===== config.mk =====
export PLATFORM = sky130hd
export DESIGN_NAME = ir_capture_rx
export DESIGN_NICKNAME = d
export VERILOG_FILES = /design/src/rtl/ir_capture_pkg.sv /design/src/rtl/ir_tick_gen.sv /design/src/rtl/ir_measure.sv /design/src/rtl/ir_rx_fifo.sv /design/src/rtl/ir_capture_rx.sv
export SDC_FILE = /design/constraint.sdc
export NUM_CORES = 1
export LEC_CHECK = 0
export ABC_AREA = 0
export BUFFER_PORTS_ARGS = -buffer_cell sky130_fd_sc_hd__buf_2
export CORE_MARGIN = 10
export CORE_UTILIZATION = 45
export CTS_BUF_LIST = sky130_fd_sc_hd__clkbuf_2
export DETAILED_ROUTE_END_ITERATION = 7
export SETUP_SLACK_MARGIN = 0.2
export SYNTH_ARGS = -nofsm -noshare
export SYNTH_HDL_FRONTEND = slang
export SYNTH_SLANG_ARGS = --single-unit

===== constraint.sdc =====
create_clock -name clk -period 10.43 [get_ports clk]
set_input_delay 0 -clock clk [delete_from_list [all_inputs] [get_ports clk]]
set_output_delay 0 -clock clk [all_outputs]
set_load 0.005 [all_outputs]

===== src/rtl/ir_capture_pkg.sv =====
package ir_capture_pkg;

    typedef enum logic [1:0] {
        MS_IDLE  = 2'd0,
        MS_MARK  = 2'd1,
        MS_SPACE = 2'd2
    } meas_state_e;

    localparam logic [3:0] A_CTRL   = 4'd0;
    localparam logic [3:0] A_DIV    = 4'd1;
    localparam logic [3:0] A_MAXSYM = 4'd2;
    localparam logic [3:0] A_IEN    = 4'd3;
    localparam logic [3:0] A_ISTAT  = 4'd4;
    localparam logic [3:0] A_ICLR   = 4'd5;
    localparam logic [3:0] A_RXSTAT = 4'd6;
    localparam logic [3:0] A_MARK   = 4'd7;
    localparam logic [3:0] A_SYM    = 4'd8;

    localparam int B_AVAIL = 0;
    localparam int B_LAST  = 1;
    localparam int B_OVR   = 2;
    localparam int B_FULL  = 3;

endpackage


===== src/rtl/ir_tick_gen.sv =====
module ir_tick_gen #(
    parameter int DIVW = 16
) (
    input  logic            clk,
    input  logic            rst_n,
    input  logic            en_i,
    input  logic [DIVW-1:0] div_i,
    output logic            tick_o
);
    typedef struct packed {
        logic [DIVW-1:0] cnt;
        logic            tick;
    } tick_s;

    tick_s st_d, st_q;
    logic [DIVW-1:0] lim;

    always_comb begin
        st_d = st_q;
        lim  = (div_i == '0) ? '0 : div_i - 1'b1;
        if (!en_i) begin
            st_d.cnt  = '0;
            st_d.tick = 1'b0;
        end else if (st_q.cnt >= lim) begin
            st_d.cnt  = '0;
            st_d.tick = 1'b1;
        end else begin
            st_d.cnt  = st_q.cnt + 1'b1;
            st_d.tick = 1'b0;
        end
    end

    always_ff @(posedge clk or negedge rst_n) begin
        if (!rst_n) st_q <= '0;
        else        st_q <= st_d;
    end

    assign tick_o = st_q.tick;

    AST_TICK_HALT: assert property (@(posedge clk) disable iff (!rst_n)
        !en_i |=> !tick_o);
    AST_TICK_SPACING: assert property (@(posedge clk) disable iff (!rst_n)
        (tick_o && en_i && div_i >= 2) |=> (!tick_o || div_i < 2 || !en_i));

endmodule


===== src/rtl/ir_measure.sv =====
module ir_measure
    import ir_capture_pkg::*;
#(
    parameter int CW = 16
) (
    input  logic          clk,
    input  logic          rst_n,
    input  logic          en_i,
    input  logic          inv_i,
    input  logic          tick_i,
    input  logic          pin_i,
    input  logic [CW-1:0] max_i,
    output logic          push_o,
    output logic [CW-1:0] mark_o,
    output logic [CW-1:0] sym_o
);
    localparam logic [CW-1:0] SAT = '1;

    typedef struct packed {
        logic          sync1;
        logic          sync2;
        meas_state_e   st;
        logic [CW-1:0] mark;
        logic [CW-1:0] sym;
        logic          push;
        logic [CW-1:0] omark;
        logic [CW-1:0] osym;
    } meas_s;

    meas_s m_d, m_q;
    logic          act;
    logic [CW-1:0] mark_inc, sym_inc;

    always_comb begin
        m_d      = m_q;
        m_d.sync1 = pin_i;
        m_d.sync2 = m_q.sync1;
        m_d.push  = 1'b0;
        act       = m_q.sync2 ^ inv_i;
        mark_inc  = (m_q.mark == SAT) ? SAT : m_q.mark + 1'b1;
        sym_inc   = (m_q.sym == SAT) ? SAT : m_q.sym + 1'b1;
        if (!en_i) begin
            m_d.st   = MS_IDLE;
            m_d.mark = '0;
            m_d.sym  = '0;
        end else if (tick_i) begin
            case (m_q.st)
                MS_IDLE: begin
                    if (act) begin
                        m_d.st   = MS_MARK;
                        m_d.mark = 1;
                        m_d.sym  = 1;
                    end
                end
                MS_MARK: begin
                    m_d.sym = sym_inc;
                    if (act) m_d.mark = mark_inc;
                    else     m_d.st   = MS_SPACE;
                end
                MS_SPACE: begin
                    if (act) begin
                        m_d.push  = 1'b1;
                        m_d.omark = m_q.mark;
                        m_d.osym  = m_q.sym;
                        m_d.st    = MS_MARK;
                        m_d.mark  = 1;
                        m_d.sym   = 1;
                    end else if (sym_inc > max_i || m_q.sym == SAT) begin
                        m_d.push  = 1'b1;
                        m_d.omark = m_q.mark;
                        m_d.osym  = SAT;
                        m_d.st    = MS_IDLE;
                        m_d.mark  = '0;
                        m_d.sym   = '0;
                    end else begin
                        m_d.sym = sym_inc;
                    end
                end
                default: m_d.st = MS_IDLE;
            endcase
        end
    end

    always_ff @(posedge clk or negedge rst_n) begin
        if (!rst_n) m_q <= '0;
        else        m_q <= m_d;
    end

    assign push_o = m_q.push;
    assign mark_o = m_q.omark;
    assign sym_o  = m_q.osym;

    AST_IDLE_WHEN_OFF: assert property (@(posedge clk) disable iff (!rst_n)
        !en_i |=> (m_q.st == MS_IDLE && !push_o));
    AST_MARK_NONZERO: assert property (@(posedge clk) disable iff (!rst_n)
        push_o |-> (mark_o != '0 && sym_o >= mark_o));
    AST_NO_WRAP: assert property (@(posedge clk) disable iff (!rst_n)
        (m_q.mark == SAT && en_i) |=> (m_q.mark == SAT || m_q.mark <= 1));

endmodule


===== src/rtl/ir_rx_fifo.sv =====
module ir_rx_fifo #(
    parameter int W     = 32,
    parameter int DEPTH = 8
) (
    input  logic                         clk,
    input  logic                         rst_n,
    input  logic                         push_i,
    input  logic [W-1:0]                 wdata_i,
    input  logic                         pop_i,
    output logic [W-1:0]                 head_o,
    output logic [$clog2(DEPTH+1)-1:0]   count_o,
    output logic                         full_o,
    output logic                         empty_o
);
    localparam int AW = (DEPTH > 1) ? $clog2(DEPTH) : 1;
    localparam int CNW = $clog2(DEPTH + 1);
    localparam logic [CNW-1:0] DEPTH_C = CNW'(DEPTH);

    typedef struct packed {
        logic [DEPTH-1:0][W-1:0] mem;
        logic [AW-1:0]           wp;
        logic [AW-1:0]           rp;
        logic [CNW-1:0]          cnt;
    } fifo_s;

    fifo_s f_d, f_q;
    logic do_push, do_pop;

    function automatic logic [AW-1:0] ptr_next(input logic [AW-1:0] p);
        return (p == AW'(DEPTH - 1)) ? '0 : p + 1'b1;
    endfunction

    always_comb begin
        f_d     = f_q;
        do_push = push_i && (f_q.cnt != DEPTH_C);
        do_pop  = pop_i && (f_q.cnt != '0);
        if (do_push) begin
            f_d.mem[f_q.wp] = wdata_i;
            f_d.wp          = ptr_next(f_q.wp);
        end
        if (do_pop) f_d.rp = ptr_next(f_q.rp);
        if (do_push && !do_pop)      f_d.cnt = f_q.cnt + 1'b1;
        else if (do_pop && !do_push) f_d.cnt = f_q.cnt - 1'b1;
    end

    always_ff @(posedge clk or negedge rst_n) begin
        if (!rst_n) f_q <= '0;
        else        f_q <= f_d;
    end

    assign head_o  = f_q.mem[f_q.rp];
    assign count_o = f_q.cnt;
    assign full_o  = (f_q.cnt == DEPTH_C);
    assign empty_o = (f_q.cnt == '0);

    AST_NO_OVERFLOW: assert property (@(posedge clk) disable iff (!rst_n)
        count_o <= DEPTH_C);
    AST_DROP_WHEN_FULL: assert property (@(posedge clk) disable iff (!rst_n)
        (push_i && full_o && !pop_i) |=> (count_o == DEPTH_C));

endmodule


===== src/rtl/ir_capture_rx.sv =====
module ir_capture_rx
    import ir_capture_pkg::*;
#(
    parameter int CW    = 16,
    parameter int DIVW  = 16,
    parameter int DEPTH = 8
) (
    input  logic        clk,
    input  logic        rst_n,
    input  logic        ir_pin,
    input  logic        wr_en,
    input  logic        rd_en,
    input  logic [3:0]  addr,
    input  logic [15:0] wdata,
    output logic [15:0] rdata,
    output logic        irq
);
    localparam int CNW = $clog2(DEPTH + 1);
    localparam logic [CW-1:0] SENT = '1;

    typedef struct packed {
        logic            en;
        logic            inv;
        logic [DIVW-1:0] div;
        logic [CW-1:0]   maxsym;
        logic [3:0]      ien;
        logic            last;
        logic            ovr;
        logic [CW-1:0]   mark_hold;
    } regs_s;

    regs_s r_d, r_q;

    logic            tick;
    logic            m_push;
    logic [CW-1:0]   m_mark, m_sym;
    logic [2*CW-1:0] head;
    logic [CNW-1:0]  count;
    logic            full, empty, pop;
    logic [3:0]      istat;
    logic            clr_wr;

    ir_tick_gen #(.DIVW(DIVW)) u_tick (
        .clk(clk), .rst_n(rst_n), .en_i(r_q.en), .div_i(r_q.div), .tick_o(tick)
    );

    ir_measure #(.CW(CW)) u_meas (
        .clk(clk), .rst_n(rst_n), .en_i(r_q.en), .inv_i(r_q.inv), .tick_i(tick),
        .pin_i(ir_pin), .max_i(r_q.maxsym),
        .push_o(m_push), .mark_o(m_mark), .sym_o(m_sym)
    );

    ir_rx_fifo #(.W(2*CW), .DEPTH(DEPTH)) u_fifo (
        .clk(clk), .rst_n(rst_n), .push_i(m_push), .wdata_i({m_mark, m_sym}),
        .pop_i(pop), .head_o(head), .count_o(count), .full_o(full), .empty_o(empty)
    );

    assign pop    = rd_en && (addr == A_SYM) && !empty;
    assign clr_wr = wr_en && (addr == A_ICLR);

    always_comb begin
        istat          = '0;
        istat[B_AVAIL] = !empty;
        istat[B_LAST]  = r_q.last;
        istat[B_OVR]   = r_q.ovr;
        istat[B_FULL]  = full;
    end

    always_comb begin
        r_d = r_q;
        if (wr_en) begin
            case (addr)
                A_CTRL: begin
                    r_d.en  = wdata[0];
                    r_d.inv = wdata[1];
                end
                A_DIV:    r_d.div    = DIVW'(wdata);
                A_MAXSYM: r_d.maxsym = CW'(wdata);
                A_IEN:    r_d.ien    = wdata[3:0];
                default: ;
            endcase
        end
        if (clr_wr && wdata[B_LAST]) r_d.last = 1'b0;
        if (clr_wr && wdata[B_OVR])  r_d.ovr  = 1'b0;
        if (m_push && !full && m_sym == SENT) r_d.last = 1'b1;
        if (m_push && full)                   r_d.ovr  = 1'b1;
        if (pop) r_d.mark_hold = head[2*CW-1:CW];
    end

    always_ff @(posedge clk or negedge rst_n) begin
        if (!rst_n) begin
            r_q     <= '0;
            r_q.div <= DIVW'(1);
        end else begin
            r_q <= r_d;
        end
    end

    always_comb begin
        rdata = '0;
        case (addr)
            A_CTRL:   rdata = {14'd0, r_q.inv, r_q.en};
            A_DIV:    rdata = 16'(r_q.div);
            A_MAXSYM: rdata = 16'(r_q.maxsym);
            A_IEN:    rdata = {12'd0, r_q.ien};
            A_ISTAT:  rdata = {12'd0, istat};
            A_RXSTAT: begin
                rdata[15:8]  = 8'(count);
                rdata[B_OVR] = r_q.ovr;
            end
            A_MARK:   rdata = 16'(r_q.mark_hold);
            A_SYM:    rdata = 16'(head[CW-1:0]);
            default:  rdata = '0;
        endcase
    end

    assign irq = |(istat & r_q.ien);

    AST_OVR_STICKY: assert property (@(posedge clk) disable iff (!rst_n)
        (r_q.ovr && !(clr_wr && wdata[B_OVR])) |=> r_q.ovr);
    AST_LAST_ON_SENTINEL: assert property (@(posedge clk) disable iff (!rst_n)
        (m_push && !full && m_sym == SENT) |=> r_q.last);
    AST_IRQ_MASKED: assert property (@(posedge clk) disable iff (!rst_n)
        (r_q.ien == 4'd0) |-> !irq);
    AST_POP_NONEMPTY: assert property (@(posedge clk) disable iff (!rst_n)
        (rd_en && addr == A_SYM && empty) |=> $stable(r_q.mark_hold));

endmodule


* Word-level counts from Yosys, hierarchy flattened *
Cells that the tools add are included.

storage, ports and cells
  bits of input ports = 25
  output and inout bits = 17
  register bits = 408

operators by class
  reduce and logical (&&, ||, !) cells = 37
  $add $sub $neg = 8
  multiplexer cells = 35
  bitwise operators = 2
  equality and inequality tests = 23
  $lt $le $gt $ge = 5

operator list
  operator                 number
  $bwmux W256              1
  $mux W67                 2
  $mux W33                 3
  $bmux W32 S3             1
  $demux W32 S3            1
  $pmux W32 S3             1
  $mux W16                 5
  $mux W34                 2
  $mux W32                 2
  $add A16 B1 Y16 const B  3
  $eq A16 B16 Y1 const B   3
  $pmux W8 S5              1
  $mux W17                 2
  $pmux W5 S6              1
  $mux W18                 1
  $eq A4 B3 Y1 const B     4
  $ge A16 B16 Y1           1
  $gt A16 B16 Y1           1
  $logic_not A16 Y1        1
  $sub A16 B1 Y16 const B  1
  $pmux W2 S7              1
  $logic_and A1 B1 Y1      13
  $eq A4 B2 Y1 const B     2
  $eq A4 B4 Y1 const B     2
  35 further kinds         55

* Depth between registers and ports, before layout *
Gate-level depths: netlist of run 1.

  depth after elaboration = 9
  mapped depth = 16
  gate-level depth less buffers = 14

* Cells and area by module *
From an unflattened synthesis of run 1, not the netlist that was laid out.

unflattened totals
  cells, all modules = 1537
  area total of the unflattened synthesis = 20950.1 µm²

modules (own cells, without submodules)
  module         instances  area each (µm²)  cells each  seq. area each (µm²)
  ir_rx_fifo     1          12313.1          721         6656.4
  ir_measure     1          4065.1           408         1726.7
  ir_capture_rx  1          2976.6           234         1402.6
  ir_tick_gen    1          1595.3           174         425.4

* Worst setup path before layout of run 1 *
OpenSTA, ideal clock, no wires.

  path kind = flip-flop to flip-flop
  from = register u_meas.m_q[33] (netlist bit)
  to = register u_meas.m_q[51] (netlist bit)
  cell stages (with the launch flop) = 16
  clock period less this slack = 4.012 ns
  slack = 6.418 ns
  data arrival time = 3.890 ns
  cell sequence = dfrtp_1 ha_1 and4_1 nand4_1 or3_1 clkbuf_1 and3_1 nor2_1 ha_1 a21oi_1 nor2_1 or4_1 o31ai_1 clkbuf_1 a21oi_1 o22a_1

on the way
  cells in the longest elaborated chain, start to end = 6
  elaborated cells between the ends (all ways) = 7
  those cells by class = add/sub (1); order compare (1); eq/ne (2); mux (1); reduce/logical (2)

ends and longest elaborated chain
  element                                            RTL line                            RTL
  start: declaration                                 ir_measure.sv:30                    meas_s m_d, m_q;
  start signal: assignment                           ir_measure.sv:86                    else m_q <= m_d;
  $add A16 B1 Y16 or $eq A16 B16 Y1 (tied branches)  ir_measure.sv:41, ir_measure.sv:68
  $mux W16                                           ir_measure.sv:41                    sym_inc = (m_q.sym == SAT) ? SAT : m_q.sym + 1'b1;
  $gt A16 B16 Y1                                     ir_measure.sv:68                    end else if (sym_inc > max_i || m_q.sym == SAT) begin
  $logic_or A1 B1 Y1 *                               ir_measure.sv:68
  $ne A4 B2 Y1 (no line) *                           n/a
  $reduce_and A5 Y1 (no line) *                      n/a

Every way passes the cells marked *; elsewhere a longest branch is shown, timed or not.
A chain may end at the register's enable or synchronous reset.

* Final worst setup path of run 1 *
  from = register u_meas.m_q[33] (netlist bit)
  to = register u_meas.m_q, in the netlist u_meas.mark_o[0]

on the way
  cells in the longest elaborated chain, start to end = 6
  elaborated cells between the ends (all ways) = 7
  those cells by class = add/sub (1); order compare (1); eq/ne (1); mux (1); reduce/logical (3)

ends and longest elaborated chain
  element                                            RTL line
  $add A16 B1 Y16 or $eq A16 B16 Y1 (tied branches)  ir_measure.sv:41, ir_measure.sv:68
  $mux W16                                           ir_measure.sv:41
  $gt A16 B16 Y1                                     ir_measure.sv:68
  $logic_or A1 B1 Y1 *                               ir_measure.sv:68
  $reduce_bool A2 Y1 (no line) *                     n/a
  $reduce_and A4 Y1 (no line) *                      n/a

Marked as above.

==> results.py, run 1 <==
metrics = {
    "run_status": {
        "status": "finished clean",
    },
    "logic_synthesis": {
        "synthFlopType": "dfrtp_1",
        "ys_warn_count": 0,
        "syn_area_per_cell_um2": 13.2,
        "synth-edff-count": 0,
        "synth_nets": 1580,
        "synthXorXnorAreaFrac_pct": 1.59,
        "synth_compound_area_share_pct": 7.32,
        "synth_adder_area_share_pct": 3.13,
        "ys_seq_area_share_pct": 51.5,
        "synth_cells": 1506,
        "synth_top_family_by_area": "multiplexers",
        "synthArstFlopShare_pct": 100,
        "synth_mux_area_share_pct": 27.3,
        "synthSimpleGateAreaFrac_pct": 6.52,
        "yosysUniqueCellTypes": 70,
        "syn_area_um2": 19800,
        "synth-seq-cells": 408,
    },
    "final_layout": {
        "syn_to_final_growth_pct": 11.1,
        "drive_gt1_share_pct": 36.8,
        "stdcell_area_um2": 22000,
        "fin_nets": 1697,
    },
    "floorplanning": {
        "die_w_um": 230,
        "io_pins": 42,
        "die_h_um": 230,
        "core_um2": 43400,
        "rows": 76,
        "dieArea_um2": 52800,
        "start_util_pct": 45.7,
    },
    "setup_path": {
        "worstSetupStartpointType": "register",
        "max_stage_delay_ns": 0.94,
        "path_cells": "ha_1, and4_1, nand4_1, or3_1, nand3_1, o21a_1, ha_1, nand4_1, nor4_1, a21boi_0, o31ai_2, a31oi_4, mux2_2",
        "crit_family": "simple AND/OR/NAND/NOR gates",
        "worst_setup_path_end_kind": "register",
        "worstSetupPathType": "reg -> reg",
        "worstPathArrival_ns": 5.89,
        "cp_slowest_cell": "a31oi_4",
        "required_ns": 11.35,
        "critPathBufInv": 0,
        "cp_max_fo": 33,
    },
    "detailed_routing": {
        "avgViaCountPerCell": 5.67,
        "ant_nets": 0,
        "drt_iter0_drc": 844,
        "vias": 13000,
        "wirelength_um": 49200,
        "drc": 0,
        "wire_per_inst_um": 21.4,
        "firstDrtPassIters": 6,
    },
    "clocking": {
        "cts_sinks": 408,
        "clk_pin_slew_ns": 0.12,
        "cts_setup_buffers": 0,
        "cts_tree": "done",
        "cts-resized-gates": 0,
        "cts.htree.levels": 3,
        "clockBufferDepth": 3,
        "clockRootBuffer": "clkbuf_2",
        "worstSkewPairLatency_ns": 1.10,
        "cts_inserted_buffers": 109,
    },
    "timing": {
        "fin_crit_ns": 4.97,
        "hold_violations": 0,
        "worst_pin_slew_ns": 1.11,
        "max-slew-margin-rel_pct": 25.9,
        "fmax_ghz": 0.201,
        "slew_viol_final": 0,
        "period_share_pct": 47.6,
        "rsz0062_at_grt": "no",
        "skew_ns": 0.104,
        "finalSetupViolations": 0,
        "setup_tns_ns": 0,
    },
    "global_route": {
        "grt_pass1_wl_um": 78200,
        "grt_pass1_vias": 13700,
        "top_usage_layer": "met2",
        "grt_use_met2_pct": 28.8,
        "grt_overflow": 0,
        "antenna_found_initial": 4,
        "use_met1_pct": 24.5,
        "grt_use_total_pct": 18.7,
        "grtUsageMet3_pct": 4.96,
        "grt_max_degree": 79,
    },
    "job": {
        "cap_violations": 0,
    },
    "placement": {
        "port_buffers": 41,
        "place.gp.congestion": 0.905,
        "place_area_um2": 20600,
        "post-dp-hpwl_um": 30700,
    },
    "pwr": {
        "vdd_drop_max_mv": 0.0541,
        "p_leak_nw": 10.7,
        "power_density_nw_per_um2": 138,
    },
    "min_path": {
        "hold_path_class": "in -> async",
    },
}
==> metrics by stage <==
stage          setup WS [ns]  total power [W]  std cells  utilization (%)  hold slack, ns
2_1_floorplan           6.42          0.00184       1506                -          -0.296
3_3_place_gp            5.72          0.00194       2049             47.4        -0.00944
3_5_place_dp            5.54          0.00195       2049             47.4        -0.00279
4_1_cts                 5.46          0.00308       2294             50.8         0.00388
5_1_grt                 5.11          0.00321       2296             50.8          0.0861
6_report                5.46          0.00303       2298             50.8          0.0773
==> cells in the final DEF (no fill, tap or decap), drive strengths merged, types with 38 or more instances in the layout <==
| master | netlist | layout |
|---|---|---|
| mux2 | 318 | 318 |
| buf | 34 | 61 |
| nor2 | 52 | 52 |
| o21ai | 47 | 47 |
| ha | 48 | 48 |
| clkinv | 1 | 38 |
| nand2 | 79 | 79 |
| dlygate4sd3 | 0 | 47 |
| dfrtp | 407 | 407 |
| clkbuf | 68 | 155 |
| mux4 | 66 | 66 |
==> worst paths after layout <==
kind,from,to,slack [ns],cells past startpoint
worst max-delay path,u_meas.m_q[33]$_DFFE_PN0P_,u_meas.mark_o[0]$_DFFE_PN0P_,5.46,13
worst min-delay path,rst_n,r_q[48]$_DFFE_PN0P_,0.08,4
worst max register to register,u_meas.m_q[33]$_DFFE_PN0P_,u_meas.mark_o[0]$_DFFE_PN0P_,5.46,13
worst min register to register,u_meas.m_d[67]$_DFF_PN0_,u_meas.m_q[67]$_DFF_PN0_,0.38,0
max in group asynchronous,rst_n,u_fifo.f_q[47]$_DFFE_PN0P_,8.61,5
min in group clk,ir_pin,u_meas.m_d[67]$_DFF_PN0_,0.15,3
==> tightest hold or removal path, delay by kind of cell <==
kind                   cells  cell delay, ns
buffers and inverters      4            1.56
==> cell families (layout without fill, tap and decap cells) <==
group / count (synthesis) / count (layout)
fa+ha+maj: 49 / 49
compound gates: 200 / 200
mux: 418 / 418
other cells: 0 / 4
buf+inv: 134 / 337
simple gates: 261 / 261
flops: 408 / 408
xor+xnor: 36 / 36
==> report_power, final <==
part / total, W / switching (W) / internal, W / leakage (nW)
clock: 0.00110 / 0.000687 / 0.000409 / 0.738
combinational: 0.000260 / 0.000148 / 0.000112 / 4.32
sequential: 0.00167 / 0.0000548 / 0.00162 / 5.62
total: 0.00303 / 0.000891 / 0.00214 / 10.7
==> timing repair <==
action | CTS | global route
hold buffers | 48 | 0
endpoints found under the setup margin | 0 | 0
endpoints found under the hold margin | 337 | 0
==> cell type report <==
class | count | area [µm²]
antenna | 4 | 10.0
clock buffer | 155 | 776
clock inverter | 42 | 186
fill | 3877 | 21300
inverter | 32 | 120
multi-input combinational | 964 | 9130
sequential | 408 | 10200
tap | 585 | 732
timing repair buffer | 108 | 856
==> cells in the mapped netlist, types with 6 or more instances <==
cell	number	area [µm²]
o21ai_0	46	230
mux2_2	318	3580
nand2b_1	6	37.5
and3_1	9	56.3
dfrtp_1	407	10200
nor3_1	15	75.1
nor4_1	6	37.5
xor2_1	20	175
o22a_1	29	254
clkbuf_1	67	251
buf_1	27	101
a31oi_1	10	62.6
a21oi_1	32	160
nor2b_1	7	43.8
nand3_1	28	140
nand2_1	79	297
xnor2_1	16	140
inv_1	31	116
a32o_1	16	160
ha_1	48	601
mux4_2	66	1490
and2_1	11	68.8
a222oi_1	12	120
nor2_1	52	195
nand4_1	24	150
mux2i_1	34	340
a21o_1	14	105
==> sequential cells by signal, summed over array words and instances (netlist names), 2 cells and up <==
name            cells
u_fifo.f_q        262
r_q                54
u_meas.m_q         35
u_meas.mark_o      16
u_meas.sym_o       16
u_tick.st_q        16
u_fifo.count_o      4
istat               2
==> routing by layer <==
| layer | wire [µm] | up-vias |
|---|---|---|
| li1 | - | 5920 |
| met1 | 21900 | 6659 |
| met2 | 22600 | 360 |
| met3 | 3330 | 91 |
| met4 | 1410 | 4 |
| met5 | 27 | - |
Note: power is estimated with default switching activity, not from simulation.
==> run 2: changes to the inputs <==
--- a/config.mk
+++ b/config.mk
@@ -5,7 +5,7 @@
 export SDC_FILE = /design/constraint.sdc
 export NUM_CORES = 1
 export LEC_CHECK = 0
-export ABC_AREA = 0
+export ABC_AREA = 1
 export BUFFER_PORTS_ARGS = -buffer_cell sky130_fd_sc_hd__buf_2
 export CORE_MARGIN = 10
 export CORE_UTILIZATION = 45
==> constraint.sdc (replaced) <==
create_clock -name clk -period 4.5 [get_ports clk]
set_input_delay 0 -clock clk [delete_from_list [all_inputs] [get_ports clk]]
set_output_delay 0 -clock clk [all_outputs]
set_load 0.005 [all_outputs]
==> run 2 against run 1 <==
Routed wire length grew 19%. Sequential share of layout area is 0.12 points lower. Flip-flop and latch count unchanged. Setup slack worse by 4.8 ns. Clock power up 130%. Critical path type is now reg -> out. Largest cell class unchanged.
==> results.py, run 2 <==
metrics = {
    "run_status": {
        "status": "finished clean",
    },
    "timing": {
        "whs_ns": 0.118,
        "setup_tns_ns": 0,
        "worst_pin_slew_ns": 1.00,
        "fin_crit_ns": 3.85,
        "hold_violations": 0,
        "rsz0062_at_grt": "no",
        "finalSetupViolations": 0,
        "worst_slack_ns": 0.655,
        "skew_ns": 0.0732,
        "fmax_ghz": 0.260,
        "slew_viol_final": 0,
        "max-slew-margin-rel_pct": 33.3,
        "period_share_pct": 85.5,
    },
    "floorplanning": {
        "core_um2": 44000,
        "die_h_um": 230,
        "start_util_pct": 45.3,
        "io_pins": 42,
        "dieArea_um2": 53100,
        "die_w_um": 230,
        "rows": 77,
    },
    "job": {
        "cap_violations": 0,
    },
    "clocking": {
        "clockRootBuffer": "clkbuf_2",
        "cts_sinks": 408,
        "cts_setup_buffers": 0,
        "clockBufferDepth": 3,
        "cts_tree": "done",
        "worstSkewPairLatency_ns": 1.07,
        "cts_inserted_buffers": 107,
        "cts.htree.levels": 3,
        "clk_pin_slew_ns": 0.10,
    },
    "pwr": {
        "p_seq_share_pct": 54.2,
        "power_frac_comb_pct": 9.5,
        "vdd_drop_max_mv": 0.246,
        "internal_power_w": 0.00503,
        "power_density_nw_per_um2": 321,
        "clkPwrFrac_pct": 36.3,
        "p_sw_w": 0.00205,
        "p_leak_nw": 10.2,
        "swShare_pct": 28.9,
    },
    "logic_synthesis": {
        "synth_top_area_cell": "dfrtp_1",
        "ys_seq_area_share_pct": 51.2,
        "yosys-top-cells-count": "nand2_1 (517), o21ai_0 (469), dfrtp_1 (407)",
        "syn_area_per_cell_um2": 8.41,
        "synth_mux_area_share_pct": 0,
        "synthFlopType": "dfrtp_1",
        "synth_top_family_by_area": "simple AND/OR/NAND/NOR gates",
        "synthArstFlopShare_pct": 100,
        "synth_adder_area_share_pct": 3.11,
        "synthXorXnorAreaFrac_pct": 1.19,
        "syn_area_um2": 19900,
        "ys_top_cells_by_area": "dfrtp_1 (51%), o21ai_0 (12%), nand2_1 (9.7%), nor2_1 (4.3%), ha_1 (3.0%)",
        "ys_warn_count": 0,
        "synth_most_common_cell": "nand2_1",
        "synth_top_cell_area_share_pct": 51.1,
        "synthSimpleGateAreaFrac_pct": 20.0,
        "synth_cells": 2370,
        "yosysUniqueCellTypes": 48,
        "synth_nets": 2444,
        "synth-edff-count": 0,
        "synth_compound_area_share_pct": 18.3,
        "synth-seq-cells": 408,
    },
    "final_layout": {
        "syn_to_final_growth_pct": 10.8,
        "fin_nets": 2550,
        "fillers": 4284,
        "drive_gt1_share_pct": 12.2,
        "multiInputGateArea_um2": 8480,
        "regArea_um2": 10200,
        "top_register": "u_fifo.f_q",
        "final_common_cell": "nand2_1",
        "largest_register_ff_count": 262,
        "final_cell_mix": "nand2_1 (517), o21ai_0 (469), dfrtp_1 (405), nor2_1 (230), clkbuf_2 (162)",
        "reg_top3": "u_fifo.f_q: 262 flops, r_q: 54 flops, u_meas.m_q: 35 flops",
    },
    "global_route": {
        "antenna_found_initial": 2,
        "grt_pass1_wl_um": 94100,
        "grt_pass1_vias": 17200,
        "grt_overflow": 0,
        "grt_use_total_pct": 22.2,
        "grt_max_degree": 106,
    },
    "detailed_routing": {
        "firstDrtPassIters": 5,
        "wirelength_um": 58800,
        "drt_iter0_drc": 1775,
        "drc": 0,
        "avgViaCountPerCell": 5.44,
        "vias": 17100,
        "wire_per_inst_um": 18.7,
        "ant_nets": 0,
    },
    "setup_path": {
        "worstPathArrival_ns": 3.85,
        "worstSetupStartpointType": "register",
        "worst_setup_path_end_kind": "output pin",
        "max_stage_delay_ns": 0.77,
        "cp_max_fo": 84,
        "worstSetupPathType": "reg -> out",
        "path_cells": "buf_4, o21ai_0, o221ai_1, nand3_1, o2111ai_1, buf_2",
        "r2r_slack_ns": 0.92,
        "cp_slowest_cell": "dfrtp_4",
        "required_ns": 4.50,
    },
    "placement": {
        "port_buffers": 41,
        "place.gp.congestion": 0.893,
        "pre_cts_ws_ns": 0.953,
        "post-dp-hpwl_um": 36500,
    },
    "min_path": {
        "hold_path_class": "in -> reg",
    },
}
run 2: changes by cell type in the layout (fill, tap and decap cells not counted), moves of 29 or more:
cell | previous run | this run
nand2_1 | 78 | 517
o21ai_0 | 46 | 469
mux2_2 | 318 | 0
nor2_1 | 52 | 230
inv_1 | 31 | 155
mux4_2 | 66 | 0
o221ai_1 | 1 | 41
mux2i_1 | 34 | 0
nand3_1 | 27 | 61
o21ai_1 | 1 | 30
o22a_1 | 29 | 0
run 2: logic make-up (layout without fill, tap and decap cells):
kind of cell / after synthesis / after routing
adders and majority gates: 49 / 49
and+or+nand+nor: 934 / 934
buffers and inverters: 298 / 475
DFF: 408 / 408
other: 0 / 2
xor gates and xnor gates: 27 / 27
AOI/OAI and AO/OA: 654 / 654
run 2: cell type report:
| cell class | instances | share of cell area (%) |
|---|---|---|
| antenna | 2 | 0.0227 |
| tap | 592 | 3.35 |
| sequential | 408 | 46.3 |
| multi-input combinational | 1664 | 38.4 |
| inverter | 167 | 2.86 |
| clock inverter | 18 | 0.617 |
| clock buffer | 162 | 3.67 |
| timing repair buffer | 128 | 4.80 |
run 2: final timing paths:
check | end | cells after the start | from
max in group asynchronous | u_fifo.f_q[146]$_DFFE_PN0P_ | 4 | rst_n
min in group asynchronous | r_q[38]$_DFFE_PN1P_ | 3 | rst_n
setup reg to reg | u_meas.sym_o[1]$_DFFE_PN0P_ | 20 | u_meas.m_q[33]$_DFFE_PN0P_
hold / removal | u_meas.m_d[67]$_DFF_PN0_ | 3 | ir_pin
setup / recovery | rdata[12] | 6 | u_fifo.f_q[4]$_DFFE_PN0P_
hold reg to reg | u_meas.m_q[67]$_DFF_PN0_ | 0 | u_meas.m_d[67]$_DFF_PN0_
run 2: metrics by stage:
step / area (µm²) / utilization, % / std cells / power [W]
after global placement: 20500 / 46.6 / 2899 / 0.00450
after detailed placement: 20500 / 46.6 / 2899 / 0.00452
after floorplan: 19900 / - / 2370 / 0.00427
after global routing: 22100 / 50.2 / 3141 / 0.00746
after CTS: 22100 / 50.1 / 3139 / 0.00715
final: 22100 / 50.2 / 3141 / 0.00708
run 2: per-layer routing:
metal | track usage, % | share of wire, %
met4 | 10.0 | 4.0
met2 | 35.4 | 46
met3 | 6.22 | 7.5
met5 | 0 | 0
met1 | 27.8 | 42
run 2: critical path: cells and delay by family, from the launching register on:
kind                   cells  cell delay (ns)
buffers and inverters      2             0.91
and+or+nand+nor            1             0.23
AOI/OAI and AO/OA          3             0.69
DFF                        1             0.77
run 2: timing repair:
item | CTS | global route
gates resized for setup | 0 | 1
hold buffers | 60 | 0
hold endpoints to repair | 466 | 0
setup endpoints to repair | 0 | 4
run 2: power by group through the flow:
stage          sequential (W)  combinational, W  clock, W
5_1_grt               0.00385          0.000762   0.00285
6_report              0.00384          0.000672   0.00257
3_3_place_gp          0.00390          0.000594         0
3_5_place_dp          0.00390          0.000611         0
4_1_cts               0.00383          0.000669   0.00265
2_1_floorplan         0.00387          0.000397         0
